### config.mk
export PLATFORM = sky130hd
export DESIGN_NAME = ser_reg_port
export DESIGN_NICKNAME = d
export VERILOG_FILES = /design/src/rtl/srp_pkg.sv /design/src/rtl/srp_sync_bus.sv /design/src/rtl/srp_reg_bank.sv /design/src/rtl/srp_out_word.sv /design/src/rtl/ser_reg_port.sv
export SDC_FILE = /design/constraint.sdc
export NUM_CORES = 1
export LEC_CHECK = 0
export BUFFER_PORTS_ARGS = -buffer_cell sky130_fd_sc_hd__buf_4
export CAP_MARGIN = 20
export CORE_MARGIN = 3
export CORE_UTILIZATION = 44
export DETAILED_ROUTE_END_ITERATION = 10
export GPL_ROUTABILITY_DRIVEN = 0
export SLEW_MARGIN = 20
export SYNTH_ARGS = -nofsm -noshare
export SYNTH_HDL_FRONTEND = slang
export SYNTH_SLANG_ARGS = --single-unit
### constraint.sdc
create_clock -name clk -period 7.9 [get_ports clk]
set_clock_uncertainty 0.05 [all_clocks]
set_input_delay 1.58 -clock clk [delete_from_list [all_inputs] [get_ports clk]]
set_output_delay 1.58 -clock clk [all_outputs]
set_load 0.1 [all_outputs]
### src/rtl/srp_pkg.sv
package srp_pkg;
  typedef enum logic [2:0] {
    FK_IDLE,
    FK_CTRL,
    FK_CAL,
    FK_OUT,
    FK_WR,
    FK_DONE
  } frame_kind_e;
endpackage

### src/rtl/srp_sync_bus.sv
module srp_sync_bus #(
  parameter int W = 4,
  parameter int STAGES = 2,
  parameter logic [W-1:0] RST_VAL = '0
) (
  input  logic         clk,
  input  logic         rst,
  input  logic [W-1:0] din,
  output logic [W-1:0] dout
);
  logic [STAGES-1:0][W-1:0] pipe;

  always_ff @(posedge clk) begin
    if (rst) pipe <= {STAGES{RST_VAL}};
    else     pipe <= {pipe[STAGES-2:0], din};
  end

  assign dout = pipe[STAGES-1];
endmodule

### src/rtl/srp_reg_bank.sv
module srp_reg_bank #(
  parameter int DW = 24,
  parameter int NCAL = 2,
  parameter int IW = 1,
  parameter logic [DW-1:0] CTRL_RST = '0
) (
  input  logic          clk,
  input  logic          rst,
  input  logic          we,
  input  logic          to_ctrl,
  input  logic [IW-1:0] idx,
  input  logic [DW-1:0] wdata,
  output logic [DW-1:0] ctrl_q,
  output logic [DW-1:0] cal_q
);
  logic [DW-1:0] cal_mem [NCAL];

  always_ff @(posedge clk) begin
    if (rst)                ctrl_q <= CTRL_RST;
    else if (we && to_ctrl) ctrl_q <= wdata;
  end

  always_ff @(posedge clk) begin
    if (we && !to_ctrl) cal_mem[idx] <= wdata;
  end

  assign cal_q = cal_mem[idx];

  // control contents move only on a completed control write
  a_r5_ctrl_hold: assert property (@(posedge clk) disable iff (rst)
    !(we && to_ctrl) |=> $stable(ctrl_q));
endmodule

### src/rtl/srp_out_word.sv
module srp_out_word #(
  parameter int DW = 24,
  parameter int SHORT_W = 16,
  parameter int CW = 5
) (
  input  logic          clk,
  input  logic          rst,
  input  logic          load_v,
  input  logic [DW-1:0] load_w,
  input  logic          wl24,
  input  logic          frame_out,
  input  logic          adv,
  output logic [DW-1:0] word,
  output logic [CW-1:0] ptr,
  output logic          out_last,
  output logic          drdy_n
);
  localparam logic [CW-1:0] LAST_LONG  = CW'(DW - 1);
  localparam logic [CW-1:0] LAST_SHORT = CW'(SHORT_W - 1);

  logic busy, accept;
  assign busy     = frame_out || (ptr != '0);
  assign accept   = load_v && !busy;
  assign out_last = ptr >= (wl24 ? LAST_LONG : LAST_SHORT);

  always_ff @(posedge clk) begin
    if (rst) begin
      word   <= '0;
      ptr    <= '0;
      drdy_n <= 1'b1;
    end else if (accept) begin
      word   <= load_w;
      ptr    <= '0;
      drdy_n <= 1'b0;
    end else if (adv) begin
      if (out_last) begin
        ptr    <= '0;
        drdy_n <= 1'b1;
      end else begin
        ptr <= ptr + 1'b1;
      end
    end
  end

  // the flag only becomes active after a word arrives
  a_r2_fall_after_load: assert property (@(posedge clk) disable iff (rst)
    $fell(drdy_n) |-> $past(load_v));
  // the flag only clears after a bit is shifted out
  a_r6_rise_after_shift: assert property (@(posedge clk) disable iff (rst)
    $rose(drdy_n) |-> $past(adv));
  // with no word pending no partial-read position is held
  a_r7_idle_pointer: assert property (@(posedge clk) disable iff (rst)
    drdy_n |-> (ptr == '0));
  // a word arriving during an output read leaves the held word intact
  a_r8_drop_in_frame: assert property (@(posedge clk) disable iff (rst)
    (load_v && frame_out) |=> $stable(word));
endmodule

### src/rtl/ser_reg_port.sv
module ser_reg_port
  import srp_pkg::*;
#(
  parameter int DW = 24,
  parameter int SHORT_W = 16,
  parameter int NCAL = 2,
  parameter int WL_BIT = 0,
  parameter int SYNC_STAGES = 2,
  parameter logic [DW-1:0] CTRL_RST = '0,
  localparam int IW = (NCAL > 1) ? $clog2(NCAL) : 1
) (
  input  logic          clk,
  input  logic          rst,
  input  logic          sclk_i,
  input  logic          rd_n_i,
  input  logic          wr_n_i,
  input  logic          addr_i,
  input  logic          cal_sel_i,
  input  logic [IW-1:0] cal_idx_i,
  input  logic          sdi_i,
  output logic          sdo_o,
  output logic          drdy_n_o,
  input  logic          conv_valid_i,
  input  logic [DW-1:0] conv_word_i
);
  localparam int CW = $clog2(DW);
  localparam int SBW = 6 + IW;
  localparam logic [SBW-1:0] SYNC_RST = SBW'(6);
  localparam logic [CW-1:0] BIT_LAST = CW'(DW - 1);

  logic [SBW-1:0] raw, syn;
  logic sclk_s, rd_s, wr_s, sdi_s, addr_s, csel_s;
  logic [IW-1:0] idx_s;
  logic sclk_p, rd_p, wr_p;
  logic sclk_rise, sclk_fall, rd_fall, wr_fall;

  assign raw = {cal_idx_i, cal_sel_i, addr_i, sdi_i, wr_n_i, rd_n_i, sclk_i};

  srp_sync_bus #(.W(SBW), .STAGES(SYNC_STAGES), .RST_VAL(SYNC_RST)) u_sync (
    .clk(clk), .rst(rst), .din(raw), .dout(syn)
  );

  assign {idx_s, csel_s, addr_s, sdi_s, wr_s, rd_s, sclk_s} = syn;

  always_ff @(posedge clk) begin
    if (rst) begin
      sclk_p <= 1'b0;
      rd_p   <= 1'b1;
      wr_p   <= 1'b1;
    end else begin
      sclk_p <= sclk_s;
      rd_p   <= rd_s;
      wr_p   <= wr_s;
    end
  end

  assign sclk_rise = sclk_s & ~sclk_p;
  assign sclk_fall = ~sclk_s & sclk_p;
  assign rd_fall   = ~rd_s & rd_p;
  assign wr_fall   = ~wr_s & wr_p;

  frame_kind_e   kind;
  logic [CW-1:0] bcnt;
  logic [DW-1:0] shreg;
  logic          addr_q, start_q, sdo_q;
  logic [IW-1:0] idx_q;

  logic [DW-1:0] ctrl_q, cal_q, out_word;
  logic [CW-1:0] out_ptr;
  logic          out_last, drdy_n;
  logic          we, adv, frame_out;
  logic [DW-1:0] wdata;

  assign frame_out = (kind == FK_OUT);
  assign adv       = frame_out && sclk_rise;
  assign we        = (kind == FK_WR) && sclk_rise && (bcnt == BIT_LAST);
  assign wdata     = {shreg[DW-2:0], sdi_s};

  srp_reg_bank #(.DW(DW), .NCAL(NCAL), .IW(IW), .CTRL_RST(CTRL_RST)) u_regs (
    .clk(clk), .rst(rst), .we(we), .to_ctrl(!addr_q), .idx(idx_q),
    .wdata(wdata), .ctrl_q(ctrl_q), .cal_q(cal_q)
  );

  srp_out_word #(.DW(DW), .SHORT_W(SHORT_W), .CW(CW)) u_out (
    .clk(clk), .rst(rst), .load_v(conv_valid_i), .load_w(conv_word_i),
    .wl24(ctrl_q[WL_BIT]), .frame_out(frame_out), .adv(adv),
    .word(out_word), .ptr(out_ptr), .out_last(out_last), .drdy_n(drdy_n)
  );

  always_ff @(posedge clk) begin
    if (rst) begin
      kind    <= FK_IDLE;
      bcnt    <= '0;
      shreg   <= '0;
      addr_q  <= 1'b0;
      idx_q   <= '0;
      start_q <= 1'b0;
    end else begin
      start_q <= 1'b0;
      if (kind == FK_IDLE) begin
        if (rd_fall) begin
          addr_q  <= addr_s;
          idx_q   <= idx_s;
          bcnt    <= '0;
          start_q <= 1'b1;
          if (!addr_s)     kind <= FK_CTRL;
          else if (csel_s) kind <= FK_CAL;
          else if (!drdy_n) kind <= FK_OUT;
          else             kind <= FK_DONE;
        end else if (wr_fall) begin
          addr_q  <= addr_s;
          idx_q   <= idx_s;
          bcnt    <= '0;
          start_q <= 1'b1;
          kind    <= FK_WR;
        end
      end else if (rd_s && wr_s) begin
        kind <= FK_IDLE;
      end else if (sclk_rise) begin
        case (kind)
          FK_CTRL, FK_CAL: begin
            if (bcnt == BIT_LAST) kind <= FK_DONE;
            else                  bcnt <= bcnt + 1'b1;
          end
          FK_OUT: if (out_last) kind <= FK_DONE;
          FK_WR: begin
            shreg <= wdata;
            if (bcnt == BIT_LAST) kind <= FK_DONE;
            else                  bcnt <= bcnt + 1'b1;
          end
          default: ;
        endcase
      end
    end
  end

  logic [DW-1:0] src;
  logic [CW-1:0] pos;
  always_comb begin
    case (kind)
      FK_CTRL: src = ctrl_q;
      FK_CAL:  src = cal_q;
      FK_OUT:  src = out_word;
      default: src = '0;
    endcase
    pos = BIT_LAST - ((kind == FK_OUT) ? out_ptr : bcnt);
  end

  always_ff @(posedge clk) begin
    if (rst)                        sdo_q <= 1'b0;
    else if (kind == FK_IDLE)       sdo_q <= 1'b0;
    else if (start_q || sclk_fall)  sdo_q <= src[pos];
  end

  assign sdo_o    = sdo_q;
  assign drdy_n_o = drdy_n;

  // an output transfer only runs while a word is pending
  a_r9_out_needs_ready: assert property (@(posedge clk) disable iff (rst)
    (kind == FK_OUT) |-> !drdy_n);
  // inside a frame the serial output moves only after a falling edge or at the start
  a_r10_sdo_on_fall: assert property (@(posedge clk) disable iff (rst)
    (!$stable(sdo_q) && $past(kind) != FK_IDLE) |-> $past(start_q || sclk_fall));
endmodule

==> flow_summary.yaml, run 1 <==
status:
  outcome: "finished clean"
sta:
  setup_slack_ns: 4.613
  setup_viol: 0
  worstMarginPinSlew_ns: 1.071
  hold_violations: 0
  timing.fmax_mhz: 304.3
  final.period_utilization_pct: 41.60
  slew-limit-headroom_pct: 28.34
  fin_crit_ns: 3.287
  fin_setup_tns_ns: 0
  rsz0062_at_grt: "no"
  slew_viol_final: 0
min_path:
  min_path_type: "reg -> reg"
  min_path_cells: 1
yosys:
  synth_cell_type_count: 50
  yosys_most_used_dff: "dfxtp_1"
  synth_nets: 704
  netlist.area_leader.share_pct: 33.27
  synth-edff-count: 48
  synth.ff_latch_count: 155
  async_flop_share_pct: 0
  syn_area_sq_um: 6439
  synth_area_leaders: "dfxtp_1, edfxtp_1, nand2_1, a21oi_1, mux2i_1"
  syn_inst: 665
  avgSynthCellArea_sq_um: 9.682
  ys_warn_count: 0
  yosys.area.top_type: "dfxtp_1"
  synth-seq-area-share_pct: 55.65
route:
  wl_per_cell_um: 17.57
  vias: 4844
  drt_iter0_drc: 393
  drcViolationCount: 0
  routed_via_density: 5.530
  ant_nets: 0
  drt_first_pass_iters: 6
  wl_mm: 15.39
floorplan:
  io_pins: 36
  dieArea_sq_um: 16120
  die_y_um: 127.0
  fp.coreArea_sq_um: 14100
  die_w_um: 127.0
  start_util_pct: 45.68
  num_rows: 43
layout:
  multi_input_area_sq_um: 2658
  seq_area_sq_um: 3585
  fill_cells: 1283
  area_growth_pct: 14.30
  layout-drive-gt1-share_pct: 13.51
  diodes: 0
  final_nets: 722
pwr:
  power_density_nw_per_um2: 239.8
  leakagePower_nw: 2.531
  peakVddDrop_mv: 0.1453
worst_setup_path:
  cp-end-kind: "flop"
  reg2reg_depth: 8
  worst_ep_arrival_time_ns: 3.55
  crit_required_ns: 8.16
  path_class: "reg -> reg"
  critPathMaxStageDelay_ns: 0.87
  path_cells: "and3b_4, mux2i_2, mux4_2, a22oi_1, or3_1, o2111ai_1, nand4_1, o21ai_1"
  crit_cells: 8
  path_delay_family: "multiplexers"
  cp_max_fo: 24
  cp-start-kind: "flop"
  worst-path-buf-inv: 0
  cpMaxStageDelayCell: "dfxtp_1"
global_route:
  grt.total_usage_pct: 19.68
  grt-ovfl-total: 0
  use_met2_pct: 28.99
  grt_busiest_layer: "met2"
  use_met1_pct: 28.40
  grt.met3_usage_pct: 5.560
  grt_pass1_vias: 4497
  antenna_found_initial: 0
  grt_max_degree: 104
  grt_pass1_wl_mm: 24.49
clock_tree:
  insertion_delay_ns: 0.43
  tritoncts: "built"
  htree_levels: 4
  clock-root-buffer: "clkbuf_16"
  ctsHoldBuffers: 0
  cts_resized: 0
  clock_path_buffers: 2
  path_clk_slew_ns: 0.06
  cts_setup_buffers: 0
  numCtsBuffers: 17
  cts.sinks: 155
flow_run:
  drv_cap: 0
placement:
  port_buffers: 35
  post-place-ws_ns: 4.262
  dp_hpwl_mm: 10.21
cells by family (layout without fill, tap and decap cells):
family	Yosys count	count (layout)	synth area share, %
buf+inv	52	83	3.362
compound gates	133	133	11.83
xor+xnor	8	8	1.088
mux	45	45	8.667
simple gates	267	267	18.42
fa+ha+maj	5	5	0.9716
flops	155	155	55.65
Yosys cell counts, types with 3 or more instances:
library cell	count
nand4_1	8
ha_1	5
nor2b_1	15
clkbuf_1	35
o21ai_0	11
edfxtp_1	48
or3_1	5
mux2i_1	33
nor2_1	28
mux2_2	3
nand2_1	163
o22ai_1	8
mux4_2	7
nand3_1	6
a211oi_1	8
nand2b_1	6
inv_1	10
or2_2	8
buf_2	5
nor3_1	13
dfxtp_1	107
a21oi_1	86
and3_1	5
xor2_1	6
final cells by class:
type	count	area share, %
sequential	155	48.71
multi-input combinational	458	36.11
clock buffer	23	6.222
timing repair buffer	41	4.182
tap	180	3.060
clock inverter	9	1.207
inverter	10	0.5100
placed cells by master (no fill, tap or decap), types with 3 or more instances in the layout:
cell type / n
or2_2: 8
mux2_2: 3
nor2b_1: 15
inv_6: 3
and3_1: 5
clkbuf_1: 5
nand2_1: 163
inv_1: 10
nor2_1: 27
nand2b_1: 6
mux2i_1: 33
nor3_1: 11
a211oi_1: 8
ha_1: 5
o21ai_0: 11
or3_1: 5
xor2_1: 6
buf_4: 41
nand3_1: 6
edfxtp_1: 48
nand4_1: 8
dfxtp_1: 106
o22ai_1: 8
a21oi_1: 86
mux4_2: 7
clkbuf_16: 17
routing by layer:
metal	wire length, um	vias up	share of wire [%]
met3	957	30	6.2
met1	7481	2289	49
met2	6680	170	43
met4	269	0	1.7
li1	-	2355	-
met5	0	-	0
worst paths after layout:
kind	to	from	slack, ns
worst min register to register	u_sync.dout[1]$_SDFF_PP1_	u_sync.pipe[1]$_SDFF_PP1_	0.36
worst max register to register	sdo_o$_SDFFE_PP0P_	kind[2]$_SDFFE_PP0P_	4.61
worst max-delay path	sdo_o$_SDFFE_PP0P_	kind[2]$_SDFFE_PP0P_	4.61
worst min-delay path	u_sync.dout[1]$_SDFF_PP1_	u_sync.pipe[1]$_SDFF_PP1_	0.36
report_power, final:
part / switching (W) / internal, W
registers: 0.0000382 / 0.000833
logic: 0.0000818 / 0.0000525
clock network: 0.000316 / 0.000444
total: 0.000436 / 0.00133
worst reg2reg max path, cell delays in order (launching register included):
cell and delay, ns:
dfxtp_1 0.87, and3b_4 0.37, mux2i_2 0.67, mux4_2 0.60, a22oi_1 0.18, or3_1 0.12
o2111ai_1 0.12, nand4_1 0.14, o21ai_1 0.06
per-stage QoR:
| stage | total power (W) | util [%] | instance area, sq um | std cells | hold WS (ns) |
|---|---|---|---|---|---|
| 3_3_place_gp | 0.001018 | 48.32 | 6812 | 844 | 0.3438 |
| 4_1_cts | 0.001780 | 52.20 | 7358 | 876 | 0.3618 |
| 3_5_place_dp | 0.001021 | 48.32 | 6812 | 844 | 0.3469 |
| 2_1_floorplan | 0.0009719 | - | 6439 | 665 | 0.3395 |
| 6_report | 0.001765 | 52.21 | 7360 | 876 | 0.3604 |
| 5_1_grt | 0.001835 | 52.21 | 7360 | 876 | 0.3818 |
state kept, by name, summed over array words and instances, names as in the netlist, 3 cells and up, named ones only:
signal	flops
u_sync.dout	7
u_regs.cal_mem	48
u_out.word	24
u_regs.ctrl_q	24
u_out.ptr	5
kind	3
bcnt	5
u_sync.pipe	7
shreg	23
No activity file was read; power rests on OpenSTA's default activity.
==> inputs of run 2 (changes only) <==
--- a/config.mk
+++ b/config.mk
@@ -5,6 +5,7 @@
 export SDC_FILE = /design/constraint.sdc
 export NUM_CORES = 1
 export LEC_CHECK = 0
+export ABC_AREA = 1
 export BUFFER_PORTS_ARGS = -buffer_cell sky130_fd_sc_hd__buf_4
 export CAP_MARGIN = 20
 export CORE_MARGIN = 3
==> constraint.sdc (replaced) <==
create_clock -name clk -period 3.4 [get_ports clk]
set_clock_uncertainty 0.05 [all_clocks]
set_input_delay 0.68 -clock clk [delete_from_list [all_inputs] [get_ports clk]]
set_output_delay 0.68 -clock clk [all_outputs]
set_load 0.1 [all_outputs]
==> run 2 against run 1 <==
  * Sequential power up 130%
  * Total power up 140%
  * Non-clock buffer count up 2
  * Register-to-register slack worse by 4.0 ns
  * Sequential cell count unchanged
  * Routed wire length up 2.4%
  * First-iteration DRC count up 27%
  * Worst setup slack worse by 4.0 ns
  * Area after synthesis up 0.58%
  * Hold slack worse by 0.011 ns
==> flow_summary.yaml, run 2 <==
clock_tree:
  clock_path_buffers: 2
  ctsHoldBuffers: 0
  cts.sinks: 155
  insertion_delay_ns: 0.43
  cts_setup_buffers: 0
  tritoncts: "built"
  path_clk_slew_ns: 0.06
  numCtsBuffers: 17
  clock-root-buffer: "clkbuf_16"
  htree_levels: 4
  cts_resized: 0
pwr:
  leakagePower_nw: 2.920
  peakVddDrop_mv: 0.3642
  power_density_nw_per_um2: 564.6
yosys:
  syn_inst: 812
  ys_warn_count: 0
  synth.ff_latch_count: 155
  avgSynthCellArea_sq_um: 7.976
  synth_common_cells: "nand2_1, nor2_1, dfxtp_1"
  synth-seq-area-share_pct: 55.33
  synth-edff-count: 48
  yosys_most_used_dff: "dfxtp_1"
  yosysMostFrequentCell: "nand2_1"
  yosys.area.top_type: "dfxtp_1"
  synth_nets: 851
  async_flop_share_pct: 0
  synth_cell_type_count: 30
  synth_area_leaders: "dfxtp_1, edfxtp_1, nand2_1, nor2_1, o21ai_0"
  netlist.area_leader.share_pct: 33.08
  syn_area_sq_um: 6476
global_route:
  grt_pass1_vias: 4972
  grt_max_degree: 49
  grt_pass1_wl_mm: 25.31
  grt.total_usage_pct: 19.84
  grt-ovfl-total: 0
  antenna_found_initial: 0
layout:
  area_growth_pct: 15.05
  layout-drive-gt1-share_pct: 10.39
  top_regs: "u_regs.cal_mem: 48 flops, u_out.word: 24 flops, u_regs.ctrl_q: 24 flops"
  fin_util_pct: 52.66
  final_common_cell: "nand2_1"
  final_nets: 873
  fill_cells: 1324
  regMostFlops: "u_regs.cal_mem"
  diodes: 0
  largest_reg_flops: 48
  layout_common_cells: "nand2_1, nor2_1, dfxtp_1"
sta:
  hold_violations: 0
  fin_setup_tns_ns: 0
  timing.fmax_mhz: 355.0
  slew_viol_final: 0
  fin_crit_ns: 2.817
  setup_viol: 0
  rsz0062_at_grt: "no"
  slew-limit-headroom_pct: 38.03
  final.period_utilization_pct: 82.84
  worstMarginPinSlew_ns: 0.9286
floorplan:
  fp.coreArea_sq_um: 14150
  die_w_um: 127.3
  num_rows: 43
  die_y_um: 127.3
  start_util_pct: 45.77
  dieArea_sq_um: 16210
  io_pins: 36
worst_setup_path:
  r2r_setup_slack_ns: 0.58
  cp-start-kind: "flop"
  worst_ep_arrival_time_ns: 3.10
  critPathMaxStageDelay_ns: 0.68
  cp_max_fo: 17
  path_class: "reg -> reg"
  cpMostUsedCell: "nand2_1"
  reg2reg_depth: 13
  crit_required_ns: 3.68
  cpMaxStageDelayCell: "dfxtp_1"
  path_cells: "nand3_2, o21ai_2, inv_1, nand2_1, nand2_1, nand2_1, nand3_1, nand2_1, nand2_1, nand2_1, nor2_1, nor2_1, nor2_1"
  cp-end-kind: "flop"
route:
  drt_first_pass_iters: 5
  vias: 5316
  routed_via_density: 5.176
  ant_nets: 0
  drt_iter0_drc: 499
  wl_per_cell_um: 15.35
  wl_mm: 15.76
  drcViolationCount: 0
status:
  outcome: "finished clean"
placement:
  port_buffers: 35
  dp_hpwl_mm: 10.83
min_path:
  min_path_cells: 2
  min_path_type: "reg -> reg"
flow_run:
  drv_cap: 0
-- run 2: cell types whose count changed after synthesis, moves of 9 or more --
cell      change
a21oi_1      -44
clkbuf_1     -14
inv_1        +60
mux2i_1      -33
nand2_1      +27
nand3_1      +43
nand4_1      +10
nor2_1      +102
nor2b_1      -15
nor3_1        -9
o21ai_0      +71
-- run 2: layout make-up --
cell class	instances	area [sq um]	area share, %
well taps	180	225.2	3.023
repair buffers	43	322.8	4.332
multi-input cells	543	2435	32.68
clock inverters	8	102.6	1.377
inverters	74	277.8	3.728
flip-flops and latches	155	3583	48.09
clock buffers	24	504.2	6.767
-- run 2: cells by family after synthesis --
family	Yosys count	share of synthesized area [%]
DFF	155	55.33
AOI/OAI and AO/OA	132	10.47
buffers and inverters	114	7.148
xor gates and xnor gates	2	0.2705
adders and majority gates	5	0.9660
and+or+nand+nor	404	25.81
-- run 2: path summary, 6_finish.rpt --
kind / from / to
worst max-delay path: kind[0]$_SDFFE_PP0P_ / sdo_o$_SDFFE_PP0P_
worst min-delay path: u_sync.pipe[0]$_SDFF_PP0_ / u_sync.dout[0]$_SDFF_PP0_
worst max register to register: kind[0]$_SDFFE_PP0P_ / sdo_o$_SDFFE_PP0P_
worst min register to register: u_sync.pipe[0]$_SDFF_PP0_ / u_sync.dout[0]$_SDFF_PP0_
-- run 2: through the flow --
| step | cells | worst slack (ns) | total power [W] | area (sq um) | hold slack (ns) |
|---|---|---|---|---|---|
| after global routing | 1027 | 0.3277 | 0.004365 | 7451 | 0.3609 |
| after CTS | 1027 | 0.6535 | 0.004242 | 7451 | 0.3502 |
| after global placement | 995 | 0.8639 | 0.002308 | 6844 | 0.3424 |
| after floorplan | 812 | 1.024 | 0.002230 | 6476 | 0.3383 |
| after detailed placement | 995 | 0.6875 | 0.002316 | 6844 | 0.3420 |
| final | 1027 | 0.5835 | 0.004206 | 7451 | 0.3496 |
-- run 2: routing by layer --
layer / part of all wire (%) / up-vias / track usage, %
met5: 0 / - / 0
li1: - / 2690 / -
met3: 7.5 / 26 / 6.522
met2: 43 / 171 / 29.14
met1: 47 / 2429 / 27.27
met4: 2.0 / 0 / 7.508
-- run 2: worst max-delay path, delay by kind of cell, from the launching register on --
family / cells / cell delay, ns
buffers and inverters: 1 / 0.29
AOI/OAI and AO/OA: 1 / 0.55
and+or+nand+nor: 11 / 1.14
DFF: 1 / 0.68
-- run 2: power breakdown --
| part | internal [W] | switching, W |
|---|---|---|
| logic | 0.0000920 | 0.000194 |
| clock network | 0.00119 | 0.000737 |
| registers | 0.00194 | 0.0000499 |
